### config.mk
export PLATFORM = sky130hd
export DESIGN_NAME = rto_reset_gen
export DESIGN_NICKNAME = d
export VERILOG_FILES = /design/src/rtl/rto_pkg.sv /design/src/rtl/rto_deglitch.sv /design/src/rtl/rto_timer.sv /design/src/rtl/rto_reset_gen.sv
export SDC_FILE = /design/constraint.sdc
export NUM_CORES = 1
export LEC_CHECK = 0
export CAP_MARGIN = 30
export CORE_ASPECT_RATIO = 1.2
export CORE_MARGIN = 10
export CORE_UTILIZATION = 63
export DETAILED_ROUTE_END_ITERATION = 7
export DONT_BUFFER_PORTS = 1
export GPL_TIMING_DRIVEN = 0
export PLACE_DENSITY_LB_ADDON = 0.08
export SYNTH_ARGS = -nofsm -noshare
export SYNTH_HDL_FRONTEND = slang
export SYNTH_HIERARCHICAL = 1
export SYNTH_SLANG_ARGS = --single-unit
### constraint.sdc
create_clock -name clk -period 2.55 [get_ports clk]
set_input_delay 0.1275 -clock clk [delete_from_list [all_inputs] [get_ports clk]]
set_output_delay 0.1275 -clock clk [all_outputs]
set_load 0.05 [all_outputs]
### src/rtl/rto_pkg.sv
package rto_pkg;
    typedef enum logic [1:0] {
        ST_HOLD = 2'd0,
        ST_TIME = 2'd1,
        ST_RUN  = 2'd2
    } rto_state_e;

    localparam logic [1:0] MODE_MIN = 2'b00;
    localparam logic [1:0] MODE_INT = 2'b01;
endpackage

### src/rtl/rto_deglitch.sv
module rto_deglitch #(
    parameter int FILT_N = 4
) (
    input  logic clk,
    input  logic rst_n,
    input  logic raw_i,
    output logic lvl_o
);
    localparam int CW = $clog2(FILT_N + 1);

    typedef struct packed {
        logic          lvl;
        logic [CW-1:0] cnt;
    } flt_t;

    flt_t flt_d, flt_q;

    always_comb begin
        flt_d = flt_q;
        if (raw_i == flt_q.lvl) begin
            flt_d.cnt = '0;
        end else if (flt_q.cnt == CW'(FILT_N - 1)) begin
            flt_d.lvl = raw_i;
            flt_d.cnt = '0;
        end else begin
            flt_d.cnt = flt_q.cnt + 1'b1;
        end
    end

    always_ff @(posedge clk or negedge rst_n) begin
        if (!rst_n) flt_q <= '0;
        else        flt_q <= flt_d;
    end

    assign lvl_o = flt_q.lvl;
endmodule

### src/rtl/rto_timer.sv
module rto_timer #(
    parameter int CNT_W = 16
) (
    input  logic             clk,
    input  logic             rst_n,
    input  logic             load_i,
    input  logic [CNT_W-1:0] load_val_i,
    input  logic             run_i,
    output logic             expire_o
);
    typedef struct packed {
        logic [CNT_W-1:0] cnt;
    } tmr_t;

    tmr_t tmr_d, tmr_q;

    always_comb begin
        tmr_d = tmr_q;
        if (load_i) begin
            tmr_d.cnt = (load_val_i == '0) ? CNT_W'(1) : load_val_i;
        end else if (run_i && tmr_q.cnt != '0) begin
            tmr_d.cnt = tmr_q.cnt - 1'b1;
        end
    end

    always_ff @(posedge clk or negedge rst_n) begin
        if (!rst_n) tmr_q <= '0;
        else        tmr_q <= tmr_d;
    end

    assign expire_o = (tmr_q.cnt == CNT_W'(1));
endmodule

### src/rtl/rto_reset_gen.sv
module rto_reset_gen
    import rto_pkg::*;
#(
    parameter int FILT_N  = 4,
    parameter int CNT_W   = 16,
    parameter int MIN_CYC = 24,
    parameter int INT_CYC = 6400
) (
    input  logic             clk,
    input  logic             rst_n,
    input  logic             req_ok_i,
    input  logic             cp_good_i,
    input  logic             uvlo_i,
    input  logic             wdt_fault_i,
    input  logic [1:0]       tmo_mode_i,
    input  logic [CNT_W-1:0] ext_tmo_i,
    output logic             rst_no,
    output logic             release_o
);
    localparam int NQUAL = 2;

    typedef struct packed {
        rto_state_e st;
        logic       rel;
    } seq_t;

    seq_t seq_d, seq_q;

    logic [NQUAL-1:0] qual_raw;
    logic [NQUAL-1:0] qual_flt;
    logic             all_good;
    logic             tmr_load;
    logic             tmr_run;
    logic             tmr_expire;
    logic [CNT_W-1:0] tmo_len;

    assign qual_raw = {cp_good_i, req_ok_i};

    for (genvar g = 0; g < NQUAL; g++) begin : g_qual
        rto_deglitch #(.FILT_N(FILT_N)) u_flt (
            .clk   (clk),
            .rst_n (rst_n),
            .raw_i (qual_raw[g]),
            .lvl_o (qual_flt[g])
        );
    end

    assign all_good = (&qual_flt) && !uvlo_i;

    always_comb begin
        case (tmo_mode_i)
            MODE_MIN: tmo_len = CNT_W'(MIN_CYC);
            MODE_INT: tmo_len = CNT_W'(INT_CYC);
            default:  tmo_len = ext_tmo_i;
        endcase
    end

    always_comb begin
        seq_d     = seq_q;
        seq_d.rel = 1'b0;
        tmr_load  = 1'b0;
        case (seq_q.st)
            ST_HOLD: begin
                if (all_good) begin
                    tmr_load = 1'b1;
                    seq_d.st = ST_TIME;
                end
            end
            ST_TIME: begin
                if (!all_good) begin
                    seq_d.st = ST_HOLD;
                end else if (wdt_fault_i) begin
                    tmr_load = 1'b1;
                end else if (tmr_expire) begin
                    seq_d.st  = ST_RUN;
                    seq_d.rel = 1'b1;
                end
            end
            ST_RUN: begin
                if (!all_good) begin
                    seq_d.st = ST_HOLD;
                end else if (wdt_fault_i) begin
                    tmr_load = 1'b1;
                    seq_d.st = ST_TIME;
                end
            end
            default: seq_d.st = ST_HOLD;
        endcase
    end

    assign tmr_run = (seq_q.st == ST_TIME);

    always_ff @(posedge clk or negedge rst_n) begin
        if (!rst_n) seq_q <= '{st: ST_HOLD, rel: 1'b0};
        else        seq_q <= seq_d;
    end

    rto_timer #(.CNT_W(CNT_W)) u_tmr (
        .clk        (clk),
        .rst_n      (rst_n),
        .load_i     (tmr_load),
        .load_val_i (tmo_len),
        .run_i      (tmr_run),
        .expire_o   (tmr_expire)
    );

    assign rst_no    = (seq_q.st == ST_RUN);
    assign release_o = seq_q.rel;
endmodule

==> results_dict.tcl <==
set metrics [dict create \
    status "finished clean" \
    synth_warnings 6 \
    hold_class "in -> reg" \
    synth_edf_count 0 \
    start_util 0.671 \
    crit_buf_inv 5 \
    synthArstFlopShare 1.00 \
    fin_setup_tns_ns 0 \
    p_int_uw 993 \
    hold_ws_ns 0.0215 \
    fillerInstances 207 \
    timing.fmax_mhz 422 \
    track_usage 0.164 \
    grt_setup_unrepaired "false" \
    path_cells "inv_1, ha_1, a21oi_1, nor3_1, clkbuf_1, inv_1, clkbuf_1, clkbuf_2, o211ai_1, nand3_1" \
    die_w_um 70.2 \
    yosysSeqAreaShare 0.355 \
    portBuffers 0 \
    setup_viol 0 \
    worst_slew_pin_slew_ns 0.606 \
    crit_slowest_cell "dfrtp_1" \
    timing.final.crit_share 0.929 \
    fin_area_um2 2040 \
    clk_pin_slew_ns 0.14 \
    crit_path_start_kind "flop" \
    finish.utilization 0.720 \
    arrival_ns 2.59 \
    hold_viol 0 \
    grt_pass1_vias 1747 \
    wl_per_cell_um 17.9 \
    die_h_um 80.2 \
    layout.nets 255 \
    grt_pass1_wl_mm 7.84 \
    diodes 0 \
    max_slew_margin 0.596 \
    p_sw_frac 0.439 \
    avgSynthCellArea_um2 9.03 \
    fin_skew_ns 0.00468 \
    core-area_um2 2840 \
    worstPathMaxFanout 10 \
    cts_made_buffers 3 \
    cp_data_required_time_ns 2.77 \
    cts-root-buf "clkbuf_4" \
    synth.distinct_cells 52 \
    dpl.hpwl_mm 3.38 \
    dr.pass1.iters 4 \
    syn-num-nets 244 \
    dp.cells 245 \
    final-instance-count-excl-fill 255 \
    switchingPower_uw 776 \
    vias 1704 \
    synth.area.top_cells "dfrtp_1 (35%), ha_1 (5.9%), nand2_1 (4.3%), and2_1 (4.3%), nor4_2 (2.6%)" \
    drt_iter0_drc 137 \
    postRouteAntennaNets 0 \
    drive_above_1_share 0.104 \
    peakVddDrop_mv 0.807 \
    power.density_nw_per_um2 865 \
    drv_cap 0 \
    cp_top_family "buffers and inverters" \
    grt_max_degree 28 \
    combPwrFrac 0.424 \
    leakagePower_uw 0.000828 \
    synth_flop_cell "dfrtp_1" \
    yosysTopAreaCellShare 0.355 \
    antenna_found_initial 0 \
    wirelength_mm 4.56 \
    cts.htree.levels 1 \
    die-area_um2 5630 \
    r2r_setup_slack_ns 0.18 \
    rows 21 \
    syn_to_final_growth_pct 7.36 \
    slew_viol_final 0 \
    p_seq_frac 0.469 \
    worstSetupPathType "reg -> reg" \
    cts.sinks 27 \
    yosysTopAreaCell "dfrtp_1" \
    io_pins 26 \
    slowest_delay_ns 0.48 \
    postCtsSetupBuffers 0 \
    insertion_delay_ns 0.33 \
    drc 0 \
    cts_tree "done" \
    endpoint_kind "flop" \
    synthCells 211 \
    overflow 0 \
    clkPwrFrac 0.107 \
    dpl-instance-area_um2 1950 \
    vias_per_cell 6.68 \
    syn_area_um2 1900 \
    place.gp.congestion 0.895 \
    clock_path_buffers 2 \
    synth-seq-cells 27 \
    period_needed_ns 2.37 \
]
## cells in the mapped netlist, drive strengths merged (3+ instances only)
library cell and count:
a31oi 7, inv 6, nand4 6, nand3 9
nand3b 3, ha 9, and2 13, or3 4
nor4 12, a21oi 6, mux2 3, nand2 22
clkbuf 6, nor3 8, dfrtp 27, o211ai 4
nor2b 4, o21ai 9, or4 6, nor3b 5
nor2 12
## worst paths after layout
path / cells after the start / endpoint / start
worst max-delay path: 10 / u_tmr/tmr_q[5] / seq_q[1]
worst min-delay path: 2 / g_qual[0].u_flt/flt_q[2] / req_ok_i
worst max register to register: 10 / u_tmr/tmr_q[5] / seq_q[1]
worst min register to register: 1 / g_qual[1].u_flt/flt_q[0] / g_qual[1].u_flt/flt_q[0]
max in group asynchronous: 2 / u_tmr/tmr_q[7] / rst_n
min in group asynchronous: 2 / release_o / rst_n
## placed cells by master (no fill, tap or decap), drive strengths merged, types with 5 or more instances in the layout
cell type and count:
or4 6, ha 9, clkbuf 10, and2 13, a21oi 6, nand2 22, nor2 12, o21ai 9
a31oi 7, nand4 6, nand3 9, dlygate4sd3 5, nor3b 5, nor3 8, dfrtp 27, inv 6
nor4 12
## power by group through the flow
stage	registers (uW)	logic (uW)	clock network [uW]
floorplan	770	583	0
global placement	812	674	0
detailed placement	828	721	0
CTS	822	742	198
global route	851	836	215
finish	829	750	189
## sequential cells by signal (all words and copies together) (netlist names)
| signal | cells |
|---|---|
| g_qual.u_flt/lvl_o | 2 |
| u_tmr/tmr_q | 16 |
| seq_q | 2 |
| release_o | 1 |
| g_qual.u_flt/flt_q | 6 |
## final cells by class
cell class,instances,area (um^2),area share
clock buffers,4,26.3,0.0129
multi-input cells,170,1170,0.571
well taps,34,42.5,0.0208
flip-flops and latches,27,676,0.330
plain buffers,8,40.0,0.0196
repair buffers,6,70.1,0.0343
inverters,6,22.5,0.0110
## routing by layer
metal | global-route usage | up-vias | routed length (um)
met5 | 0 | - | 0
met4 | 0.0810 | 0 | 97
met3 | 0.0344 | 9 | 354
met2 | 0.275 | 71 | 2150
met1 | 0.194 | 814 | 1960
li1 | - | 810 | -
## kinds of logic after synthesis
group,synth area share
AND/OR/NAND/NOR,0.396
buffers and inverters,0.0322
flip-flops,0.355
adder cells (fa/ha/maj),0.0591
multiplexers,0.0197
AO/OA/AOI/OAI,0.129
XOR/XNOR,0.00920
## metrics by stage
step                      setup slack, ns  total power (uW)
after global routing               0.0115              1900
after CTS                          0.0466              1760
after floorplan                     0.466              1350
after detailed placement           0.0934              1550
after global placement              0.162              1490
final                               0.181              1770
## repair_timing
action                                  in CTS  in global routing
endpoints found under the setup margin       0                  9
endpoints found under the hold margin       31                  0
hold buffers                                 6                  0
resized for setup                            0                  2
(Power assumes the default switching activity.)
